===== config.mk =====
export PLATFORM = sky130hd
export DESIGN_NAME = trap_arbiter
export DESIGN_NICKNAME = d
export VERILOG_FILES = /design/src/rtl/trap_pkg.sv /design/src/rtl/trap_flags.sv /design/src/rtl/trap_select.sv /design/src/rtl/trap_service.sv /design/src/rtl/trap_arbiter.sv
export SDC_FILE = /design/constraint.sdc
export NUM_CORES = 1
export LEC_CHECK = 0
export BUFFER_PORTS_ARGS = -buffer_cell sky130_fd_sc_hd__buf_4
export CORE_MARGIN = 5
export CORE_UTILIZATION = 30
export DETAILED_ROUTE_END_ITERATION = 7
export PLACE_DENSITY_LB_ADDON = 0.15
export SLEW_MARGIN = 10
export SYNTH_ARGS = -nofsm -noshare
export SYNTH_HDL_FRONTEND = slang
export SYNTH_SLANG_ARGS = --single-unit

===== constraint.sdc =====
create_clock -name clk -period 2.5 [get_ports clk]
set_clock_uncertainty 0.15 [all_clocks]
set_input_delay 0.5 -clock clk [delete_from_list [all_inputs] [get_ports clk]]
set_output_delay 0.5 -clock clk [all_outputs]
set_load 0.1 [all_outputs]

===== src/rtl/trap_pkg.sv =====
package trap_pkg;
  localparam int NTRAP      = 4;
  localparam int NCAUSE     = 5;
  localparam int LVLW       = 4;
  localparam int IDXW       = $clog2(NTRAP);
  localparam int BASE_LEVEL = 11;
  localparam int SOFT_DELAY = 2;
  localparam int AGEW       = $clog2(SOFT_DELAY + 1);

  localparam int IDX_MATH  = 0;
  localparam int IDX_STACK = 1;
  localparam int IDX_ADDR  = 2;
  localparam int IDX_OSC   = 3;

  localparam logic [NTRAP-1:0] HARD_MASK = 4'b1100;

  typedef logic [NTRAP-1:0]  trap_vec_t;
  typedef logic [NCAUSE-1:0] cause_vec_t;

  function automatic logic [LVLW-1:0] lvl_of(input int idx);
    return LVLW'(BASE_LEVEL + idx);
  endfunction
endpackage


===== src/rtl/trap_flags.sv =====
module trap_flags
  import trap_pkg::*;
(
  input  logic       clk,
  input  logic       rst_n,
  input  trap_vec_t  cond_i,
  input  cause_vec_t cause_cond_i,
  input  trap_vec_t  clr_flag_i,
  input  cause_vec_t clr_cause_i,
  input  trap_vec_t  in_svc_i,
  output trap_vec_t  flags_q_o,
  output trap_vec_t  flags_d_o,
  output cause_vec_t causes_o,
  output logic       reset_req_o,
  output logic       reset_flag_o
);
  trap_vec_t  flags_q, flags_d, conflict;
  cause_vec_t causes_q, causes_d;
  logic       rreq_q, rflag_q;

  // conflict: new hard event while anything above it is flagged or in service
  always_comb begin
    conflict = '0;
    for (int i = 0; i < NTRAP; i++) begin
      conflict[i] = HARD_MASK[i] & cond_i[i] & ~flags_q[i]
                  & (|((flags_q | in_svc_i) >> (i + 1)));
    end
  end

  always_comb begin
    causes_d = cause_cond_i | (causes_q & ~clr_cause_i);
    for (int i = 0; i < NTRAP; i++) begin
      logic clr_ok;
      clr_ok     = clr_flag_i[i] & ((i != IDX_MATH) | (causes_q == '0));
      flags_d[i] = (cond_i[i] & ~conflict[i]) | (flags_q[i] & ~clr_ok);
    end
  end

  always_ff @(posedge clk or negedge rst_n) begin
    if (!rst_n) begin
      flags_q  <= '0;
      causes_q <= '0;
      rreq_q   <= 1'b0;
      rflag_q  <= 1'b0;
    end else begin
      flags_q  <= flags_d;
      causes_q <= causes_d;
      rreq_q   <= |conflict;
      if (|conflict) rflag_q <= 1'b1;
    end
  end

  assign flags_q_o    = flags_q;
  assign flags_d_o    = flags_d;
  assign causes_o     = causes_q;
  assign reset_req_o  = rreq_q;
  assign reset_flag_o = rflag_q;

  assert_conflict_resets_R6: assert property (@(posedge clk) disable iff (!rst_n)
    (|conflict) |=> (reset_req_o && reset_flag_o));
  assert_reset_flag_sticky_R6: assert property (@(posedge clk) disable iff (!rst_n)
    reset_flag_o |=> reset_flag_o);
  assert_math_clear_blocked_R8: assert property (@(posedge clk) disable iff (!rst_n)
    (flags_q[IDX_MATH] && (causes_q != '0)) |=> flags_q[IDX_MATH]);
  assert_cause_implies_flag_R8: assert property (@(posedge clk) disable iff (!rst_n)
    (causes_q != '0) |-> flags_q[IDX_MATH]);
endmodule


===== src/rtl/trap_select.sv =====
module trap_select
  import trap_pkg::*;
(
  input  logic            clk,
  input  logic            rst_n,
  input  trap_vec_t       flags_q_i,
  input  trap_vec_t       flags_d_i,
  input  trap_vec_t       in_svc_i,
  input  logic [LVLW-1:0] cur_level_i,
  output logic            req_valid_o,
  output logic [IDXW-1:0] req_idx_o,
  output logic [LVLW-1:0] req_level_o
);
  trap_vec_t ready;

  for (genvar g = 0; g < NTRAP; g++) begin : g_ready
    if (HARD_MASK[g]) begin : g_hard
      assign ready[g] = flags_q_i[g];
    end else begin : g_soft
      logic [AGEW-1:0] age_q, age_d;
      always_comb begin
        age_d = '0;
        if (flags_q_i[g] && flags_d_i[g])
          age_d = (age_q == AGEW'(SOFT_DELAY)) ? age_q : age_q + 1'b1;
      end
      always_ff @(posedge clk or negedge rst_n) begin
        if (!rst_n) age_q <= '0;
        else        age_q <= age_d;
      end
      assign ready[g] = flags_q_i[g] && (age_q == AGEW'(SOFT_DELAY));
    end
  end

  // ascending scan: the highest eligible index wins
  always_comb begin
    req_valid_o = 1'b0;
    req_idx_o   = '0;
    for (int i = 0; i < NTRAP; i++) begin
      if (ready[i] && !in_svc_i[i] && (lvl_of(i) > cur_level_i)) begin
        req_valid_o = 1'b1;
        req_idx_o   = IDXW'(i);
      end
    end
  end

  assign req_level_o = req_valid_o ? lvl_of(int'(req_idx_o)) : '0;

  assert_soft_math_waits_R2: assert property (@(posedge clk) disable iff (!rst_n)
    (req_valid_o && req_idx_o == IDXW'(IDX_MATH)) |->
      ($past(flags_q_i[IDX_MATH]) && $past(flags_q_i[IDX_MATH], 2)));
  assert_soft_stack_waits_R2: assert property (@(posedge clk) disable iff (!rst_n)
    (req_valid_o && req_idx_o == IDXW'(IDX_STACK)) |->
      ($past(flags_q_i[IDX_STACK]) && $past(flags_q_i[IDX_STACK], 2)));
endmodule


===== src/rtl/trap_service.sv =====
module trap_service
  import trap_pkg::*;
(
  input  logic            clk,
  input  logic            rst_n,
  input  logic            ack_i,
  input  logic            ret_i,
  input  logic            req_valid_i,
  input  logic [IDXW-1:0] req_idx_i,
  output trap_vec_t       in_svc_o,
  output logic [LVLW-1:0] cur_level_o
);
  trap_vec_t       svc_q, svc_d, top_bit;
  logic [IDXW-1:0] top_idx;
  logic            svc_en;

  always_comb begin
    top_idx = '0;
    for (int i = 0; i < NTRAP; i++) begin
      if (svc_q[i]) top_idx = IDXW'(i);
    end
    top_bit          = '0;
    top_bit[top_idx] = |svc_q;
  end

  always_comb begin
    svc_d = svc_q;
    if (ret_i)                 svc_d = svc_d & ~top_bit;
    if (ack_i && req_valid_i)  svc_d[req_idx_i] = 1'b1;
    svc_en = ret_i | (ack_i & req_valid_i);
  end

  always_ff @(posedge clk or negedge rst_n) begin
    if (!rst_n)      svc_q <= '0;
    else if (svc_en) svc_q <= svc_d;
  end

  assign in_svc_o    = svc_q;
  assign cur_level_o = (|svc_q) ? lvl_of(int'(top_idx)) : '0;

  assert_ack_sets_level_R4: assert property (@(posedge clk) disable iff (!rst_n)
    (ack_i && req_valid_i && !ret_i) |=> (cur_level_o == lvl_of(int'($past(req_idx_i)))));
  assert_return_pops_one_R5: assert property (@(posedge clk) disable iff (!rst_n)
    (ret_i && !ack_i && (svc_q != '0)) |=>
      ($countones(svc_q) == $countones($past(svc_q)) - 1));
endmodule


===== src/rtl/trap_arbiter.sv =====
module trap_arbiter
  import trap_pkg::*;
(
  input  logic        clk,
  input  logic        rst_n,
  input  logic        ovf_a_i,
  input  logic        ovf_b_i,
  input  logic        ovf_cat_i,
  input  logic        div_zero_i,
  input  logic        bad_shift_i,
  input  logic        en_ovf_a_i,
  input  logic        en_ovf_b_i,
  input  logic        en_ovf_cat_i,
  input  logic        stack_err_i,
  input  logic        addr_err_i,
  input  logic        osc_fail_i,
  input  logic        trap_ack_i,
  input  logic        trap_ret_i,
  input  logic [3:0]  clr_flag_i,
  input  logic [4:0]  clr_cause_i,
  output logic        trap_req_o,
  output logic [1:0]  trap_idx_o,
  output logic [3:0]  trap_req_level_o,
  output logic [3:0]  cur_level_o,
  output logic        stall_req_o,
  output logic        reset_req_o,
  output logic        trap_reset_flag_o,
  output logic        write_block_o,
  output logic [3:0]  trap_flags_o,
  output logic [4:0]  math_cause_o
);
  cause_vec_t      cause_cond;
  trap_vec_t       cond, flags_q, flags_d, in_svc;
  logic            req_valid;
  logic [IDXW-1:0] req_idx;
  logic [LVLW-1:0] req_level, cur_level;

  assign cause_cond = {bad_shift_i, div_zero_i, ovf_cat_i & en_ovf_cat_i,
                       ovf_b_i & en_ovf_b_i, ovf_a_i & en_ovf_a_i};
  assign cond       = {osc_fail_i, addr_err_i, stack_err_i, |cause_cond};

  trap_flags u_flags (
    .clk          (clk),
    .rst_n        (rst_n),
    .cond_i       (cond),
    .cause_cond_i (cause_cond),
    .clr_flag_i   (clr_flag_i),
    .clr_cause_i  (clr_cause_i),
    .in_svc_i     (in_svc),
    .flags_q_o    (flags_q),
    .flags_d_o    (flags_d),
    .causes_o     (math_cause_o),
    .reset_req_o  (reset_req_o),
    .reset_flag_o (trap_reset_flag_o)
  );

  trap_select u_select (
    .clk         (clk),
    .rst_n       (rst_n),
    .flags_q_i   (flags_q),
    .flags_d_i   (flags_d),
    .in_svc_i    (in_svc),
    .cur_level_i (cur_level),
    .req_valid_o (req_valid),
    .req_idx_o   (req_idx),
    .req_level_o (req_level)
  );

  trap_service u_service (
    .clk         (clk),
    .rst_n       (rst_n),
    .ack_i       (trap_ack_i),
    .ret_i       (trap_ret_i),
    .req_valid_i (req_valid),
    .req_idx_i   (req_idx),
    .in_svc_o    (in_svc),
    .cur_level_o (cur_level)
  );

  assign trap_req_o       = req_valid;
  assign trap_idx_o       = req_idx;
  assign trap_req_level_o = req_level;
  assign cur_level_o      = cur_level;
  assign stall_req_o      = req_valid & HARD_MASK[req_idx] & ~trap_ack_i;
  assign write_block_o    = in_svc[IDX_ADDR];
  assign trap_flags_o     = flags_q;

  assert_hard_stall_R3: assert property (@(posedge clk) disable iff (!rst_n)
    (trap_req_o && trap_idx_o >= 2'd2 && !trap_ack_i) |-> stall_req_o);
  assert_write_block_follows_R9: assert property (@(posedge clk) disable iff (!rst_n)
    (trap_ack_i && trap_req_o && trap_idx_o == 2'd2) |=> write_block_o);
endmodule


==> metrics <==
hold slack final=between 200 and 250 ps; vias in the first global route=roughly 1200; normalized max-slew margin=0.764; maximum frequency from static timing analysis=374 MHz; drt initial violations=52; Final Max Slew Viols=0; wire length of the first global-routing pass=~5.1 mm; Placer Congestion=0.900; Final ANT Viol Nets=0; number of clock sinks=19; total nets after synthesis=between 100 and 150; final core utilization=0.545; DR DRC count=0; die outline width=68.3 um; TritonCTS clock tree=done; overall global routing resource usage=0.146; number of violations of the max-capacitance limit=0; critical path startpoint category=register; Fin Setup TNS=-1060 ps; synthesized area=1020 um^2; post-route cell area=about 1800 um^2; status=finished, violations left; Synth Area in XOR/XNOR=0.0172; syn_area_per_cell=9.37 um^2; clock latency at the later pin of the worst-skew pair=300 ps; overall routed net length=3.01 mm; dpl hpwl=2.37 mm; most common library cell in the layout ignoring fill and taps=sky130_fd_sc_hd__buf_4; Worst Slack Setup Final=-177 ps; via total after detailed routing=1033; critical register-to-register path startpoint=u_service.in_svc_o[2]$_DFFE_PN0P_; floorplan die height=slightly below 70 um; total die area=4670 um^2; class of the most critical hold timing path=in2reg; slew at the pin with the worst max-slew slack=353 ps; share of cells above drive strength 1=0.486; number of detailed-routing iterations run before antenna repair=3; maximum fanout along the worst path=5; Final Cycle Share=1.07; critical path class=reg2out; share of synthesized area occupied by flip-flops and latches=0.466; CP bufs+invs=3; worst endpoint required time=1850 ps; min cycle time layout=2680 ps; violations in the final reports=setup timing; worst min-delay path startpoint=clr_cause_i[0]; area of the multi-input gates=569 um^2; multiplexer share of the synthesized area=0; chain of cells forming the critical path=inv_4 -> a21oi_4 -> ha_4 -> nand2_2 -> a31o_4 -> clkinvlp_4 -> o31ai_4 -> buf_12; # port buffers=47; most used cells in the layout excluding fill and tap cells=56 x sky130_fd_sc_hd__buf_4, 17 x sky130_fd_sc_hd__dfrtp_1, 15 x sky130_fd_sc_hd__inv_1; fill cell instance count of the final layout=310; hold worst-path end=u_flags.causes_o[0]$_DFF_PN0_; H-tree lvl count=1; combinational family with the most area after synthesis=compound AO/OA/AOI/OAI gates; post-synthesis simple-gate area fraction=0.189; slowest stage cell on the critical path=sky130_fd_sc_hd__dfrtp_4; number of buffers created by CTS=3; YS warnings=0; initial antenna violation count=0; RSZ-0062 raised after global routing=true; Max clock buf depth=2; Hold Path Stages=2; placeable core region=3310 um^2; via/cell ratio=4.67; number of register bits inferred by synthesis=19; total number of nets in the final design=around 200; Antenna Cells=0; count of endpoints failing hold in the final timing report=0; data arrival time of the worst path=2030 ps; synth unique cells=38; synthesized instance count=109; placed instance area=1590 um^2; depth of the most critical reg-to-reg path=8; Setup crit end kind=output port; Reg-to-Reg End=u_service.in_svc_o[0]$_DFFE_PN0P_; Synth Area in Adders=0.0368; FP Rows=21; number of failing setup endpoints in the final timing report=8; FF+latch area=480 um^2; crit-path max cell delay=540 ps; Syn-to-layout area delta=76.8%; overflow left after global routing=0; worst setup slack for register-to-register paths=roughly 500 ps; largest net degree at the start of global routing=20; post-CTS clock slew at the launch and capture registers of the worst setup and hold paths=110 ps; routed wirelength normalized by instance count=approximately 14 um; share of the synthesized area in compound gates (AO/OA/AOI/OAI)=0.199; number of top-level pins=48; Initial Utilization=0.308; Clock Tree Root=sky130_fd_sc_hd__clkbuf_4; Top delay family on crit path=flip-flops
## cells in the mapped netlist, drive strengths merged
cell type   n  area, um^2
a32o        1        10.0
o21ai       7        35.0
o211ai      1        7.51
or4b        1        10.0
nand3b      1        7.51
nor2b       1        6.26
nor3        2        10.0
a311oi      1        8.76
o41ai       1        8.76
o21bai      1        7.51
a31o        1        8.76
ha          3        37.5
nor4        1        21.3
o31ai       1        7.51
nor3b       1        7.51
a2111oi     1        8.76
or3         1        6.26
a21oi       5        25.0
inv        17        63.8
nand4       1        6.26
dfrtp      19         475
a21o        4        30.0
a21boi      1        7.51
or2b        1        7.51
o2bb2ai     1        8.76
nor2        9        33.8
xor2        2        17.5
or3b        1        8.76
nand3       2        10.0
o22ai       1        6.26
and4        1        8.76
nand2       8        30.0
nand2b      3        18.8
buf         4        31.3
a211oi      2        15.0
o21a        1        7.51
## sequential cells by signal (all words and copies together), names as in the netlist
register / cells
u_flags.reset_req_o: 1
u_flags.reset_flag_o: 1
u_flags.flags_q_o: 4
u_service.in_svc_o: 4
u_select.g_ready.g_soft.age_q: 4
u_flags.causes_o: 5
## routing by layer
metal,GRT usage,up-vias,wire length (um)
met5,0,-,0
met4,0.0620,0,61
met3,0.0378,8,196
met2,0.250,37,1520
met1,0.171,479,1240
li1,-,509,-
## area by class of cell
| type | count | area share |
|---|---|---|
| multi-input combinational | 69 | 0.315 |
| inverter | 17 | 0.0388 |
| tap | 46 | 0.0319 |
| clock buffer | 4 | 0.0146 |
| timing repair buffer | 66 | 0.333 |
| sequential | 19 | 0.266 |
## stage by stage
| stage | setup WS (ps) | instances |
|---|---|---|
| after global placement | 0.397 | 214 |
| after detailed placement | -49.6 | 214 |
| after floorplan | -1140 | 109 |
| final | -177 | 221 |
| after global routing | -278 | 221 |
| after CTS | -225 | 220 |
## worst max-delay path by stage
stage                                      start                  end  slack [ps]  depth (start not counted)
3_3_place_gp   u_service.in_svc_o[2]$_DFFE_PN0P_  trap_req_level_o[0]         0.4                          7
2_1_floorplan  u_service.in_svc_o[2]$_DFFE_PN0P_  trap_req_level_o[1]       -1140                          8
6_report       u_service.in_svc_o[2]$_DFFE_PN0P_  trap_req_level_o[1]        -180                          8
4_1_cts        u_service.in_svc_o[2]$_DFFE_PN0P_  trap_req_level_o[0]        -220                          7
5_1_grt        u_service.in_svc_o[2]$_DFFE_PN0P_  trap_req_level_o[1]        -280                          8
3_5_place_dp   u_service.in_svc_o[2]$_DFFE_PN0P_  trap_req_level_o[1]         -50                          8
## what timing repair did
action,4_1_cts,5_1_grt
hold endpoints to repair,19,0
gates resized for setup,28,11
setup buffers,1,1
hold buffers,1,0
cloned,0,0
pin swaps,4,2
setup endpoints to repair,8,9
## logic make-up (layout without fill, tap and decap cells)
group	count (synthesis)	after routing
AND/OR/NAND/NOR	34	34
XOR/XNOR	2	2
buffers and inverters	21	87
flip-flops	19	19
adder cells (fa/ha/maj)	3	3
AO/OA/AOI/OAI	30	30
Power is not shown: default switching activity piles up to over one toggle a cycle in this logic, so the estimate is an artifact.
